--- src/rtl/rrg_pkg.sv ---
package rrg_pkg;

  typedef enum logic [1:0] {
    PG_IDLE,
    PG_FIRST,
    PG_GAP,
    PG_SECOND
  } pg_state_e;

  localparam int unsigned LFSR_W = 16;
  localparam logic [LFSR_W-1:0] LFSR_TAPS = 16'hB400;

endpackage

--- src/rtl/rrg_lfsr.sv ---
module rrg_lfsr
  import rrg_pkg::*;
#(
  parameter logic [LFSR_W-1:0] SEED = 16'hACE1
) (
  input  logic              clk,
  input  logic              rst,
  output logic [LFSR_W-1:0] value
);

  logic [LFSR_W-1:0] state_q;

  always_ff @(posedge clk) begin
    if (rst) begin
      state_q <= SEED;
    end else begin
      state_q <= {1'b0, state_q[LFSR_W-1:1]} ^ (state_q[0] ? LFSR_TAPS : '0);
    end
  end

  assign value = state_q;

endmodule

--- src/rtl/rrg_pair_gen.sv ---
module rrg_pair_gen
  import rrg_pkg::*;
#(
  parameter int unsigned GATE_W  = 175,
  parameter int unsigned SPACE_N = 600,
  parameter int unsigned SPACE_W = 1800
) (
  input  logic clk,
  input  logic rst,
  input  logic start,
  input  logic wide,
  output logic gate,
  output logic busy
);

  localparam int unsigned CW = $clog2(SPACE_W + GATE_W + 1);
  localparam logic [CW-1:0] GATE_LAST = CW'(GATE_W - 1);
  localparam logic [CW-1:0] SPC_N = CW'(SPACE_N);
  localparam logic [CW-1:0] SPC_W = CW'(SPACE_W);

  pg_state_e     state_q;
  logic [CW-1:0] cnt_q;
  logic [CW-1:0] space_q;
  logic          gate_q;

  always_ff @(posedge clk) begin
    if (rst) begin
      state_q <= PG_IDLE;
      cnt_q   <= '0;
      space_q <= SPC_N;
      gate_q  <= 1'b0;
    end else begin
      unique case (state_q)
        PG_IDLE: begin
          if (start) begin
            state_q <= PG_FIRST;
            cnt_q   <= '0;
            space_q <= wide ? SPC_W : SPC_N;
            gate_q  <= 1'b1;
          end
        end
        PG_FIRST: begin
          cnt_q <= cnt_q + 1'b1;
          if (cnt_q == GATE_LAST) begin
            gate_q  <= 1'b0;
            state_q <= PG_GAP;
          end
        end
        PG_GAP: begin
          cnt_q <= cnt_q + 1'b1;
          if (cnt_q == space_q - 1'b1) begin
            gate_q  <= 1'b1;
            cnt_q   <= '0;
            state_q <= PG_SECOND;
          end
        end
        PG_SECOND: begin
          cnt_q <= cnt_q + 1'b1;
          if (cnt_q == GATE_LAST) begin
            gate_q  <= 1'b0;
            state_q <= PG_IDLE;
          end
        end
        default: state_q <= PG_IDLE;
      endcase
    end
  end

  assign gate = gate_q;
  assign busy = (state_q != PG_IDLE);

endmodule

--- src/rtl/rrg_rate_window.sv ---
module rrg_rate_window #(
  parameter int unsigned SUB_CLKS = 3125000,
  parameter int unsigned NSUB     = 16,
  parameter int unsigned CNT_W    = 16
) (
  input  logic             clk,
  input  logic             rst,
  input  logic             pair_start,
  output logic [CNT_W-1:0] win_sum,
  output logic             win_tick
);

  localparam int unsigned SC_W  = $clog2(SUB_CLKS);
  localparam int unsigned IDX_W = (NSUB > 1) ? $clog2(NSUB) : 1;
  localparam logic [SC_W-1:0]  SUB_LAST = SC_W'(SUB_CLKS - 1);
  localparam logic [IDX_W-1:0] IDX_LAST = IDX_W'(NSUB - 1);

  logic [SC_W-1:0]  sub_cnt_q;
  logic [IDX_W-1:0] idx_q;
  logic [CNT_W-1:0] cur_q;
  logic [CNT_W-1:0] sum_q;
  logic             tick_q;
  logic [CNT_W-1:0] slot [NSUB];

  logic             sub_last;
  logic [CNT_W-1:0] cur_total;

  assign sub_last  = (sub_cnt_q == SUB_LAST);
  assign cur_total = cur_q + CNT_W'(pair_start);

  // One register per sub-interval slot, written when its turn comes round.
  for (genvar g = 0; g < NSUB; g++) begin : g_slot
    always_ff @(posedge clk) begin
      if (rst) begin
        slot[g] <= '0;
      end else if (sub_last && idx_q == IDX_W'(g)) begin
        slot[g] <= cur_total;
      end
    end
  end

  always_ff @(posedge clk) begin
    if (rst) begin
      sub_cnt_q <= '0;
      idx_q     <= '0;
      cur_q     <= '0;
      sum_q     <= '0;
      tick_q    <= 1'b0;
    end else if (sub_last) begin
      sub_cnt_q <= '0;
      cur_q     <= '0;
      sum_q     <= sum_q + cur_total - slot[idx_q];
      idx_q     <= (idx_q == IDX_LAST) ? '0 : idx_q + 1'b1;
      tick_q    <= (idx_q == IDX_LAST);
    end else begin
      sub_cnt_q <= sub_cnt_q + 1'b1;
      cur_q     <= cur_total;
      tick_q    <= 1'b0;
    end
  end

  assign win_sum  = sum_q;
  assign win_tick = tick_q;

endmodule

--- src/rtl/rrg_threshold_ctl.sv ---
module rrg_threshold_ctl #(
  parameter int unsigned CNT_W = 16,
  parameter int unsigned OFS_W = 5
) (
  input  logic             clk,
  input  logic             rst,
  input  logic             win_tick,
  input  logic [CNT_W-1:0] win_sum,
  input  logic [CNT_W-1:0] cfg_max_pairs,
  input  logic [OFS_W-1:0] cfg_ofs_max,
  output logic [OFS_W-1:0] thr_offset,
  output logic             overload
);

  localparam int unsigned PROD_W = CNT_W + 4;

  logic [OFS_W-1:0]  ofs_q;
  logic [OFS_W-1:0]  ofs_d;
  logic              ovl_q;
  logic              too_high;
  logic              well_low;
  logic [PROD_W-1:0] sum_x10;
  logic [PROD_W-1:0] max_x9;

  assign sum_x10  = PROD_W'(win_sum) * PROD_W'(10);
  assign max_x9   = PROD_W'(cfg_max_pairs) * PROD_W'(9);
  assign too_high = (win_sum > cfg_max_pairs);
  assign well_low = (sum_x10 < max_x9);

  always_comb begin
    ofs_d = ofs_q;
    if (win_tick) begin
      if (too_high && ofs_q < cfg_ofs_max) begin
        ofs_d = ofs_q + 1'b1;
      end else if (well_low && ofs_q != '0) begin
        ofs_d = ofs_q - 1'b1;
      end
    end
  end

  always_ff @(posedge clk) begin
    if (rst) begin
      ofs_q <= '0;
      ovl_q <= 1'b0;
    end else begin
      ofs_q <= ofs_d;
      ovl_q <= (ofs_d != '0);
    end
  end

  assign thr_offset = ofs_q;
  assign overload   = ovl_q;

endmodule

--- src/rtl/rrg_governor.sv ---
module rrg_governor
  import rrg_pkg::*;
#(
  parameter int unsigned SUB_CLKS = 3125000,
  parameter int unsigned NSUB     = 16,
  parameter int unsigned CNT_W    = 16,
  parameter int unsigned OFS_W    = 5,
  parameter int unsigned TMR_W    = 24,
  parameter int unsigned GATE_W   = 175,
  parameter int unsigned SPACE_N  = 600,
  parameter int unsigned SPACE_W  = 1800,
  parameter logic [LFSR_W-1:0] SEED = 16'hACE1
) (
  input  logic             clk,
  input  logic             rst,
  input  logic             reply_req,
  input  logic             cfg_wide_space,
  input  logic [CNT_W-1:0] cfg_min_pairs,
  input  logic [CNT_W-1:0] cfg_max_pairs,
  input  logic [OFS_W-1:0] cfg_ofs_max,
  input  logic [TMR_W-1:0] cfg_fill_base,
  input  logic [TMR_W-1:0] cfg_fill_mask,
  input  logic [TMR_W-1:0] cfg_fill_cap,
  output logic             tx_gate,
  output logic             tx_filler,
  output logic [OFS_W-1:0] thr_offset,
  output logic             overload
);

  logic [LFSR_W-1:0] lfsr_val;
  logic [CNT_W-1:0]  win_sum;
  logic              win_tick;
  logic              pg_busy;
  logic              pend_q;
  logic              fill_q;
  logic [TMR_W-1:0]  tmr_q;
  logic [TMR_W:0]    gap_raw;
  logic [TMR_W-1:0]  gap_next;
  logic              start_reply;
  logic              start_fill;
  logic              pair_start;

  rrg_lfsr #(.SEED(SEED)) u_lfsr (
    .clk   (clk),
    .rst   (rst),
    .value (lfsr_val)
  );

  rrg_pair_gen #(
    .GATE_W  (GATE_W),
    .SPACE_N (SPACE_N),
    .SPACE_W (SPACE_W)
  ) u_pair (
    .clk   (clk),
    .rst   (rst),
    .start (pair_start),
    .wide  (cfg_wide_space),
    .gate  (tx_gate),
    .busy  (pg_busy)
  );

  rrg_rate_window #(
    .SUB_CLKS (SUB_CLKS),
    .NSUB     (NSUB),
    .CNT_W    (CNT_W)
  ) u_win (
    .clk        (clk),
    .rst        (rst),
    .pair_start (pair_start),
    .win_sum    (win_sum),
    .win_tick   (win_tick)
  );

  rrg_threshold_ctl #(
    .CNT_W (CNT_W),
    .OFS_W (OFS_W)
  ) u_thr (
    .clk           (clk),
    .rst           (rst),
    .win_tick      (win_tick),
    .win_sum       (win_sum),
    .cfg_max_pairs (cfg_max_pairs),
    .cfg_ofs_max   (cfg_ofs_max),
    .thr_offset    (thr_offset),
    .overload      (overload)
  );

  // Replies always win the idle sequencer; a filler needs a clear field.
  assign start_reply = !pg_busy && (pend_q || reply_req);
  assign start_fill  = !pg_busy && !pend_q && !reply_req && (tmr_q == '0) &&
                       (win_sum < cfg_min_pairs);
  assign pair_start  = start_reply || start_fill;

  // Random gap, bounded by the cap so the minimum rate stays reachable.
  assign gap_raw  = {1'b0, cfg_fill_base} + {1'b0, cfg_fill_mask & TMR_W'(lfsr_val)};
  assign gap_next = (gap_raw > {1'b0, cfg_fill_cap}) ? cfg_fill_cap : gap_raw[TMR_W-1:0];

  always_ff @(posedge clk) begin
    if (rst) begin
      pend_q <= 1'b0;
      fill_q <= 1'b0;
      tmr_q  <= '0;
    end else begin
      if (start_reply) begin
        pend_q <= pend_q && reply_req;
      end else begin
        pend_q <= pend_q || reply_req;
      end

      if (start_fill) begin
        fill_q <= 1'b1;
      end else if (start_reply) begin
        fill_q <= 1'b0;
      end

      if (pair_start) begin
        tmr_q <= gap_next;
      end else if (tmr_q != '0) begin
        tmr_q <= tmr_q - 1'b1;
      end
    end
  end

  assign tx_filler = fill_q;

endmodule

--- config.mk ---
export PLATFORM = sky130hd
export DESIGN_NAME = rrg_governor
export DESIGN_NICKNAME = d
export VERILOG_FILES = /design/src/rtl/rrg_pkg.sv /design/src/rtl/rrg_lfsr.sv /design/src/rtl/rrg_pair_gen.sv /design/src/rtl/rrg_rate_window.sv /design/src/rtl/rrg_threshold_ctl.sv /design/src/rtl/rrg_governor.sv
export SDC_FILE = /design/constraint.sdc
export NUM_CORES = 1
export LEC_CHECK = 0
export BUFFER_PORTS_ARGS = -buffer_cell sky130_fd_sc_hd__buf_2
export CAP_MARGIN = 20
export CORE_ASPECT_RATIO = 0.75
export CORE_MARGIN = 5
export CORE_UTILIZATION = 35
export CTS_BUF_LIST = sky130_fd_sc_hd__clkbuf_8 sky130_fd_sc_hd__clkbuf_16
export CTS_CLUSTER_SIZE = 8
export DETAILED_ROUTE_END_ITERATION = 10
export GPL_ROUTABILITY_DRIVEN = 0
export HOLD_SLACK_MARGIN = 0.02
export PLACE_DENSITY_LB_ADDON = 0.1
export SYNTH_ARGS = -nofsm -noshare
export SYNTH_HDL_FRONTEND = slang
export SYNTH_SLANG_ARGS = --single-unit
--- constraint.sdc ---
create_clock -name clk -period 6.57 [get_ports clk]
set_clock_uncertainty 0.05 [all_clocks]
set_input_delay 1.314 -clock clk [delete_from_list [all_inputs] [get_ports clk]]
set_output_delay 1.314 -clock clk [all_outputs]
set_load 0.02 [all_outputs]
==> results of run 1 <==
[path summary, 6_finish.rpt]
| check | from | end | slack [ns] | depth (start not counted) |
|---|---|---|---|---|
| max | cfg_min_pairs[15] | u_win.win_sum[14] | 0.56 | 27 |
| min | u_lfsr.value[6] | u_lfsr.value[5] | 0.38 | 1 |
| max reg2reg | u_win.win_sum[14] | u_win.win_sum[14] | 0.83 | 25 |
| min reg2reg | u_lfsr.value[6] | u_lfsr.value[5] | 0.38 | 1 |
[metrics by stage]
step / std cells / util, % / TNS (ns) / hold WS, ns / instance area [um^2]
after floorplan: 2095 / - / 0 / 0.3580 / 22430
after global placement: 3059 / 38.35 / 0 / 0.3665 / 24300
after detailed placement: 3059 / 38.35 / -0.02787 / 0.3726 / 24300
after CTS: 3139 / 40.72 / 0 / 0.3893 / 25800
after global routing: 3139 / 40.72 / 0 / 0.4074 / 25800
final: 3139 / 40.72 / 0 / 0.3826 / 25800
[synthesized netlist by cell type, types with 9 or more instances]
master    number
nand4_1       23
or3_1         13
a31oi_1       15
a21oi_1       92
nand3_1       45
dfxtp_1      127
xor2_1        50
nand2_1      114
clkbuf_1      65
ha_1         183
nor2_1       396
xnor2_1       72
mux4_2        79
o211ai_1       9
inv_1        143
mux2i_1       24
and3_1        20
o21ai_0       60
and2_1        25
o31ai_1        9
a21o_1        23
nor3_1        27
a211oi_1      24
nor2b_1       19
edfxtp_1     256
nor4_1        11
fa_1          18
or2_2         17
[logic make-up (layout without fill, tap and decap cells)]
logic type               count (synthesis)  after routing  synth area share [%]
AO/OA/AOI/OAI                          300            300                 8.693
XOR/XNOR                               122            122                 4.790
adder cells (fa/ha/maj)                201            201                 11.88
buffers and inverters                  230            413                 4.061
flip-flops                             383            383                 45.86
multiplexers                           103            103                 9.052
AND/OR/NAND/NOR                        756            756                 15.67
[routing by layer]
metal	track usage, %	routed length [um]
met1	27.87	31000
met2	26.68	26900
met3	3.770	4626
met4	3.467	926
met5	0	13
[critical path, stage by stage]
cell      delay (ns)
buf_2           0.08
inv_1           0.04
ha_1            0.31
and3_1          0.17
nor3b_1         0.15
a221oi_1        0.28
buf_4           0.20
o211ai_2        0.08
and2_1          0.21
inv_4           0.07
ha_2            0.21
ha_1            0.15
nand3_1         0.12
nor2_2          0.22
nand3_1         0.15
xor2_2          0.19
inv_1           0.07
fa_1            0.53
ha_4            0.21
a21oi_1         0.21
nor3b_1         0.21
o211ai_1        0.16
nand2_1         0.09
o21ai_0         0.14
o41ai_1         0.42
nor4bb_1        0.33
a311o_1         0.17
[power by group]
group / switching [W] / internal [W] / total, W
clock network: 0.00104 / 0.00149 / 0.00253
registers: 0.000112 / 0.00274 / 0.00285
logic: 0.000722 / 0.000493 / 0.00121
[layout by cell type, fill, tap and decap left out, types with 23 or more instances in the layout]
| cell | Yosys | routed |
|---|---|---|
| a211oi_1 | 24 | 24 |
| a21o_1 | 23 | 23 |
| a21oi_1 | 92 | 92 |
| and2_1 | 25 | 25 |
| buf_2 | 4 | 112 |
| buf_4 | 2 | 72 |
| clkbuf_16 | 0 | 54 |
| dfxtp_1 | 127 | 125 |
| edfxtp_1 | 256 | 256 |
| ha_1 | 183 | 180 |
| inv_1 | 143 | 165 |
| mux2i_1 | 24 | 24 |
| mux4_2 | 79 | 79 |
| nand2_1 | 114 | 114 |
| nand3_1 | 45 | 45 |
| nand4_1 | 23 | 23 |
| nor2_1 | 396 | 393 |
| nor3_1 | 27 | 27 |
| o21ai_0 | 60 | 44 |
| xnor2_1 | 72 | 66 |
| xor2_1 | 50 | 47 |
[final cells by class]
class | instances | area share [%]
clock inverters | 26 | 0.5964
flip-flops and latches | 383 | 39.67
multi-input cells | 1482 | 43.75
repair buffers | 186 | 4.422
clock buffers | 54 | 5.237
well taps | 861 | 4.175
inverters | 147 | 2.148
[sequential cells by signal, indices dropped and copies added (netlist names), named ones only]
| register | cells |
|---|---|
| u_win.cur_q | 16 |
| u_pair.space_q | 2 |
| u_pair.cnt_q | 11 |
| u_thr.thr_offset | 5 |
| u_win.win_tick | 1 |
| tx_filler | 1 |
| u_lfsr.value | 16 |
| u_win.slot | 256 |
| u_pair.gate | 1 |
| pend_q | 1 |
| u_win.sub_cnt_q | 22 |
| tmr_q | 24 |
| u_thr.overload | 1 |
| u_pair.state_q | 2 |
| u_win.win_sum | 16 |
| u_win.idx_q | 4 |
==> impl_metrics.json, run 1 <==
{
  "outcome": "completed",
  "synth_seq_cells": 383,
  "wl_per_cell_um": 20.22,
  "chipWidth_um": 301.5,
  "numCtsBuffers": 54,
  "htreeDepth": 2,
  "portBuffers": 112,
  "maxCapViolations": 0,
  "syn_nets": 2409,
  "route.detailed.drc": 0,
  "cts_sinks": 383,
  "synth_async_sr_flop_share_pct": 0,
  "p_total_w": 0.006603,
  "crit_type": "in2reg",
  "dieArea_um2": 68940,
  "cts.path.max_buffers": 3,
  "rsz0062_at_grt": "no",
  "fp.dieH_um": 228.6,
  "ys_top_cells_by_area": "edfxtp_1, dfxtp_1, ha_1",
  "grt_pass1_wl_um": 97180,
  "synth_enable_flop_cells": 256,
  "tritoncts": "done",
  "antenna_found_initial": 8,
  "fillers": 6183,
  "vdd_drop_max_uv": 187.6,
  "min_period_over_period_pct": 91.40,
  "crit_required_ns": 7.05,
  "area_growth_pct": 15.66,
  "seq_area_frac_synth_pct": 45.86,
  "core_area_um2": 63360,
  "slew_headroom_pct": 26.37,
  "yosys.area.top_type": "edfxtp_1",
  "critPathLaunchType": "input pin",
  "finalWorstSetupSlack_ns": 0.5649,
  "drtIter0Drc": 1182,
  "multi_input_comb_area_um2": 11290,
  "synth_warnings": 0,
  "root_buffer": "clkbuf_16",
  "synthDistinctLibCells": 78,
  "fp-row-count": 80,
  "hold_viol_final": 0,
  "syn_inst": 2095,
  "io_pins": 121,
  "endpoint_kind": "flip-flop",
  "setup_violations": 0,
  "antenna_cells": 0,
  "tightest_slew_ns": 1.103,
  "track_usage_pct": 18.18,
  "fin_crit_ns": 6.005,
  "grt_pass1_vias": 16150,
  "drive_gt1_share_pct": 16.64,
  "synth_area_um2": 22310,
  "hpwlAfterDp_um": 44950,
  "worstPathMaxFanout": 4,
  "vias": 16290,
  "worstPathArrival_ns": 6.49,
  "grt-ovfl-total": 0,
  "clk_transition_reported_paths_ns": 0.06,
  "layout.nets": 2568,
  "p_leak_nw": 10.10,
  "cts_resized": 0,
  "powerDensity_nw_per_um2": 255.9,
  "min_path_type": "reg2reg",
  "initial_core_util_pct": 35.21,
  "ant_nets": 0,
  "cts_setup_buffers": 0,
  "synthFlopType": "edfxtp_1",
  "clkLatencyLatePin_ns": 0.61,
  "routed_wirelength_um": 63470,
  "syn_avg_cell_area_um2": 10.65,
  "drtPass1Iterations": 6,
  "holdBufCountCts": 0,
  "fmax_mhz": 166.5,
  "pre_cts_ws_ns": -0.02787,
  "grt_max_degree": 44,
  "slew_viol_final": 0,
  "viasPerCell": 5.190,
  "synth_top_area_share_pct": 34.46,
  "seqCellArea_um2": 10240
}
(Power assumes the default switching activity.)
==> inputs of run 2 (changes only) <==
- CORE_MARGIN: 5 -> 4
- SETUP_SLACK_MARGIN: unset -> 0.2
- SYNTH_HIERARCHICAL: unset -> 1
==> impl_metrics.json, run 2 <==
{
  "seqCellArea_um2": 10230,
  "root_buffer": "clkbuf_16",
  "grt_pass1_vias": 15960,
  "synth_top_area_share_pct": 34.21,
  "hpwlAfterDp_um": 42270,
  "crit_type": "in2reg",
  "instances_no_fill": 3106,
  "drive_gt1_share_pct": 17.77,
  "clk_transition_reported_paths_ns": 0.05,
  "route.detailed.drc": 0,
  "initial_core_util_pct": 35.35,
  "final_cell_mix": "nor2_1, edfxtp_1, ha_1, inv_1, dfxtp_1",
  "powerDensity_nw_per_um2": 257.6,
  "vdd_drop_max_uv": 198.9,
  "crit_buf_inv": 4,
  "numCtsBuffers": 54,
  "chipWidth_um": 300.6,
  "ys_top_cells_by_area": "edfxtp_1, dfxtp_1, ha_1",
  "slew_viol_final": 0,
  "fillers": 6113,
  "synthDistinctLibCells": 97,
  "critPathLaunchType": "input pin",
  "viasPerCell": 5.108,
  "p_leak_nw": 10.07,
  "crit_required_ns": 6.97,
  "layout.nets": 2531,
  "cts.path.max_buffers": 3,
  "yosys-top-cells-count": "nor2_1, edfxtp_1, ha_1, inv_1, dfxtp_1",
  "slowest_stage": "fa_1",
  "portBuffers": 112,
  "clkLatencyLatePin_ns": 0.62,
  "yosys.area.top_type": "edfxtp_1",
  "seq_area_frac_synth_pct": 45.52,
  "synth_warnings": 6,
  "core_area_um2": 63560,
  "track_usage_pct": 17.10,
  "slowest_delay_ns": 0.50,
  "top_register": "u_win/slot",
  "syn_inst": 2062,
  "vias": 15870,
  "synthFlopType": "edfxtp_1",
  "fp-row-count": 80,
  "cts_sinks": 383,
  "fmax_mhz": 166.1,
  "tritoncts": "done",
  "routed_wirelength_um": 58620,
  "ant_nets": 0,
  "drtIter0Drc": 1167,
  "cpMostUsedCell": "a21o_1",
  "area_growth_pct": 15.21,
  "largestRegisters": "u_win/slot x256, tmr_q x24, u_win/sub_cnt_q x22",
  "p_total_w": 0.006669,
  "syn_avg_cell_area_um2": 10.90,
  "outcome": "completed",
  "min_period_over_period_pct": 91.65,
  "tightest_slew_ns": 1.109,
  "antenna_found_initial": 1,
  "endpoint_kind": "flip-flop",
  "dp_cells": 3023,
  "grt-ovfl-total": 0,
  "fp.dieH_um": 227.4,
  "rsz0062_at_grt": "no",
  "syn_nets": 2374,
  "antenna_cells": 0,
  "synth_enable_flop_cells": 256,
  "path_delay_family": "compound AO/OA/AOI/OAI gates",
  "drtPass1Iterations": 5,
  "wl_per_cell_um": 18.87,
  "synth_area_um2": 22470,
  "utilization_pct": 40.73,
  "hold_viol_final": 0,
  "final_common_cell": "nor2_1",
  "worstPathMaxFanout": 3,
  "grt_max_degree": 40,
  "largest_reg_flops": 256,
  "synth_most_common_cell": "nor2_1",
  "setup_violations": 0,
  "grt_pass1_wl_um": 91310,
  "synth_async_sr_flop_share_pct": 0,
  "htreeDepth": 2,
  "multi_input_comb_area_um2": 11390,
  "synth_seq_cells": 383,
  "min_path_type": "reg2reg",
  "io_pins": 121,
  "slew_headroom_pct": 25.39,
  "worstPathArrival_ns": 6.42,
  "fin_crit_ns": 6.021,
  "maxCapViolations": 0,
  "dieArea_um2": 68370
}
[run 2: per-layer routing]
layer | wire length [um] | vias up | GRT usage (%) | part of all wire (%)
met4 | 732 | 0 | 3.311 | 1.2
li1 | - | 7705 | - | -
met5 | 0 | - | 0 | 0
met1 | 29730 | 7782 | 25.84 | 51
met3 | 2914 | 53 | 2.612 | 5.0
met2 | 25250 | 325 | 26.17 | 43
[run 2: timing repair]
action,4_1_cts,5_1_grt
buffers inserted,0,1
hold buffers,0,0
endpoints found under the setup margin,0,1
gates resized for setup,0,5
[run 2: cell families after synthesis]
| logic type | after synthesis | synth area share [%] |
|---|---|---|
| adders and majority gates | 199 | 11.68 |
| DFF | 383 | 45.52 |
| AOI/OAI and AO/OA | 309 | 9.493 |
| xor gates and xnor gates | 120 | 4.677 |
| buffers and inverters | 226 | 4.243 |
| muxes | 108 | 9.215 |
| and+or+nand+nor | 717 | 15.17 |
[run 2: path summary, 6_finish.rpt]
path	from	endpoint	slack [ns]	depth (start not counted)
setup / recovery	cfg_min_pairs[1]	u_win/win_sum[15]	0.55	25
setup reg to reg	u_pair/state_q[0]	u_win/win_sum[15]	0.81	27
hold reg to reg	u_lfsr/value[1]	u_lfsr/value[0]	0.39	1
hold / removal	u_lfsr/value[1]	u_lfsr/value[0]	0.39	1
[run 2: stage by stage]
stage	worst slack (ns)	area (um^2)	hold WS (ns)	TNS, ns
detailed placement	-0.1755	24330	0.3730	-0.1755
global route	0.2091	25890	0.4029	0
CTS	0.4031	25860	0.3890	0
finish	0.5489	25890	0.3857	0
floorplan	0.2066	22520	0.3488	0
global placement	-0.1552	24330	0.3690	-0.1800
[run 2: final cells by class]
cell class / instances / share of cell area [%]
tap: 861 / 4.161
clock inverter: 27 / 0.6573
multi-input combinational: 1453 / 44.00
inverter: 147 / 2.131
sequential: 383 / 39.53
timing repair buffer: 180 / 4.243
clock buffer: 55 / 5.273
[run 2: power breakdown]
group | leakage [nW] | internal, W | total, W | switching (W)
combinational | 5.77 | 0.000547 | 0.00130 | 0.000753
sequential | 3.47 | 0.00274 | 0.00285 | 0.000106
clock | 0.833 | 0.00148 | 0.00252 | 0.00105
==> inputs of run 3 (changes only) <==
- SLEW_MARGIN: unset -> 20
- clock period: 6.57 -> 5.55 ns (I/O delays scaled with it)
==> impl_metrics.json, run 3 (synthesis results as in run 2) <==
{
  "vdd_drop_max_uv": 210.6,
  "final_common_cell": "nor2_1",
  "routed_wirelength_um": 60350,
  "chipWidth_um": 300.6,
  "worstPathCellList": "buf_2, inv_4, ha_4, a2111oi_4, o31ai_2, a41oi_2, nor2b_2, o21ai_4, ha_4, ha_4, nand4_1, nor2b_2, nand3_2, xor2_4, fa_1, inv_2, ha_4, a21o_1, a21o_1, a21oi_2, a21bo_2, a21o_1, mux2i_1, mux2_2",
  "root_buffer": "clkbuf_16",
  "p_sw_share_pct": 28.56,
  "outcome": "completed",
  "cts.path.max_buffers": 3,
  "slowest_stage": "fa_1",
  "crit_required_ns": 5.95,
  "final_cell_mix": "nor2_1, edfxtp_1, ha_1, inv_1, buf_4",
  "p_switching_w": 0.002277,
  "top_register": "u_win/slot",
  "worstPathMaxFanout": 3,
  "fp-row-count": 80,
  "drtIter0Drc": 885,
  "multi_input_comb_area_um2": 11720,
  "numCtsBuffers": 54,
  "powerDensity_nw_per_um2": 297.1,
  "whs_path_depth": 1,
  "clkLatencyLatePin_ns": 0.62,
  "clk_transition_reported_paths_ns": 0.06,
  "fin_crit_ns": 5.267,
  "cpMostUsedCell": "ha_4",
  "power.share.combinational_pct": 20.5,
  "fin_hold_ws_ns": 0.3782,
  "fp.dieH_um": 227.4,
  "min_path_type": "reg2reg",
  "viasPerCell": 5.076,
  "endpoint_kind": "flip-flop",
  "p_total_w": 0.007973,
  "tritoncts": "done",
  "grt_pass1_vias": 16210,
  "track_usage_pct": 17.55,
  "dieArea_um2": 68370,
  "worstPathArrival_ns": 5.67,
  "timing.rr.start": "tmr_q[16]",
  "seqCellArea_um2": 10230,
  "crit_type": "in2reg",
  "min_period_over_period_pct": 94.91,
  "drive_gt1_share_pct": 22.48,
  "critPathLaunchType": "input pin",
  "htreeDepth": 2,
  "io_pins": 121,
  "p_int_w": 0.005695,
  "r2r-end": "u_win/win_sum[15]",
  "reg2reg_depth": 21,
  "tightest_slew_ns": 0.9596,
  "route.detailed.drc": 0,
  "rsz0062_at_grt": "yes",
  "slew_viol_final": 0,
  "hold_viol_final": 0,
  "grt_pass1_wl_um": 93480,
  "drtPass1Iterations": 6,
  "vias": 16160,
  "area_growth_pct": 19.42,
  "grt-ovfl-total": 0,
  "seq_power_share_pct": 42.3,
  "slew_headroom_pct": 36.03,
  "clockPowerShare_pct": 37.3,
  "setup_violations": 0,
  "initial_core_util_pct": 35.35,
  "holdBufCountCts": 0,
  "wl_per_cell_um": 18.96,
  "ff2ff_setup_slack_ns": 0.32,
  "core_area_um2": 63560,
  "largest_reg_flops": 256,
  "layout.nets": 2613,
  "ant_nets": 0,
  "slowest_delay_ns": 0.49,
  "antenna_found_initial": 4,
  "min_from": "u_lfsr/value[7]",
  "cts_sinks": 383,
  "grt_max_degree": 38,
  "portBuffers": 112,
  "antenna_cells": 0,
  "fillers": 6097,
  "largestRegisters": "u_win/slot x256, tmr_q x24, u_win/sub_cnt_q x22",
  "utilization_pct": 42.22,
  "p_leak_nw": 10.45,
  "min_to": "u_lfsr/value[6]",
  "maxCapViolations": 0,
  "hpwlAfterDp_um": 44350,
  "fmax_mhz": 189.8
}
## run 3: cell count changes in the layout (fill, tap and decap cells not counted), moves of 5 or more
cell,previous run,this run
buf_4,67,147
ha_1,179,169
ha_4,0,10
inv_1,169,156
inv_2,0,5
## run 3: repair_timing
action	CTS	global route
gates resized for setup	4	17
cloned	0	0
endpoints found under the setup margin	3	15
pin swaps	2	16
endpoints found under the hold margin	0	0
buffers inserted	0	3
## run 3: critical path, delay by kind of cell
kind | cells | cell delay, ns
compound gates | 9 | 1.77
simple gates | 4 | 0.63
buf+inv | 3 | 0.20
mux | 2 | 0.55
xor+xnor | 1 | 0.18
fa+ha+maj | 5 | 1.19
## run 3: worst max-delay path by stage
stage / from / endpoint / slack (ns)
finish: cfg_min_pairs[1] / u_win/win_sum[15] / 0.28
global route: tmr_q[16] / u_win/win_sum[15] / 0.11
CTS: cfg_min_pairs[1] / u_win/win_sum[15] / 0.19
detailed placement: cfg_min_pairs[7] / u_win/win_sum[15] / -0.52
global placement: cfg_min_pairs[2] / u_win/win_sum[15] / -0.47
floorplan: cfg_min_pairs[12] / u_win/win_sum[15] / -0.13
## run 3: per-stage QoR
stage	TNS (ns)	instances	setup WS, ns	cell area (um^2)
final	0	3183	0.2826	26830
after CTS	0	3180	0.1936	26740
after detailed placement	-5.490	3103	-0.5209	25190
after global placement	-4.788	3103	-0.4687	25180
after global routing	0	3183	0.1108	26830
after floorplan	-0.1328	2062	-0.1328	22860
## run 3: area by class of cell
class                           instances  share of cell area (%)
Multi-Input combinational cell       1453                   43.67
Tap cell                              861                   4.015
Clock buffer                           54                   5.036
Sequential cell                       383                   38.14
Clock inverter                         23                  0.6248
Timing Repair Buffer                  262                   6.425
Inverter                              147                   2.089
## run 3: power by group through the flow
stage / clock (W) / sequential (W) / combinational, W
after floorplan: 0 / 0.00339 / 0.00111
after global placement: 0 / 0.00341 / 0.00159
after detailed placement: 0 / 0.00342 / 0.00159
after CTS: 0.00308 / 0.00337 / 0.00161
after global routing: 0.00319 / 0.00339 / 0.00183
final: 0.00297 / 0.00337 / 0.00163
## run 3: per-layer routing
metal | wire length (um) | track usage (%) | up-vias | part of all wire, %
met5 | 13 | 0 | - | 0.022
met4 | 765 | 3.034 | 2 | 1.3
met3 | 3476 | 3.299 | 62 | 5.8
met2 | 25910 | 27.06 | 361 | 43
met1 | 30190 | 26.12 | 7865 | 50
li1 | - | - | 7867 | -
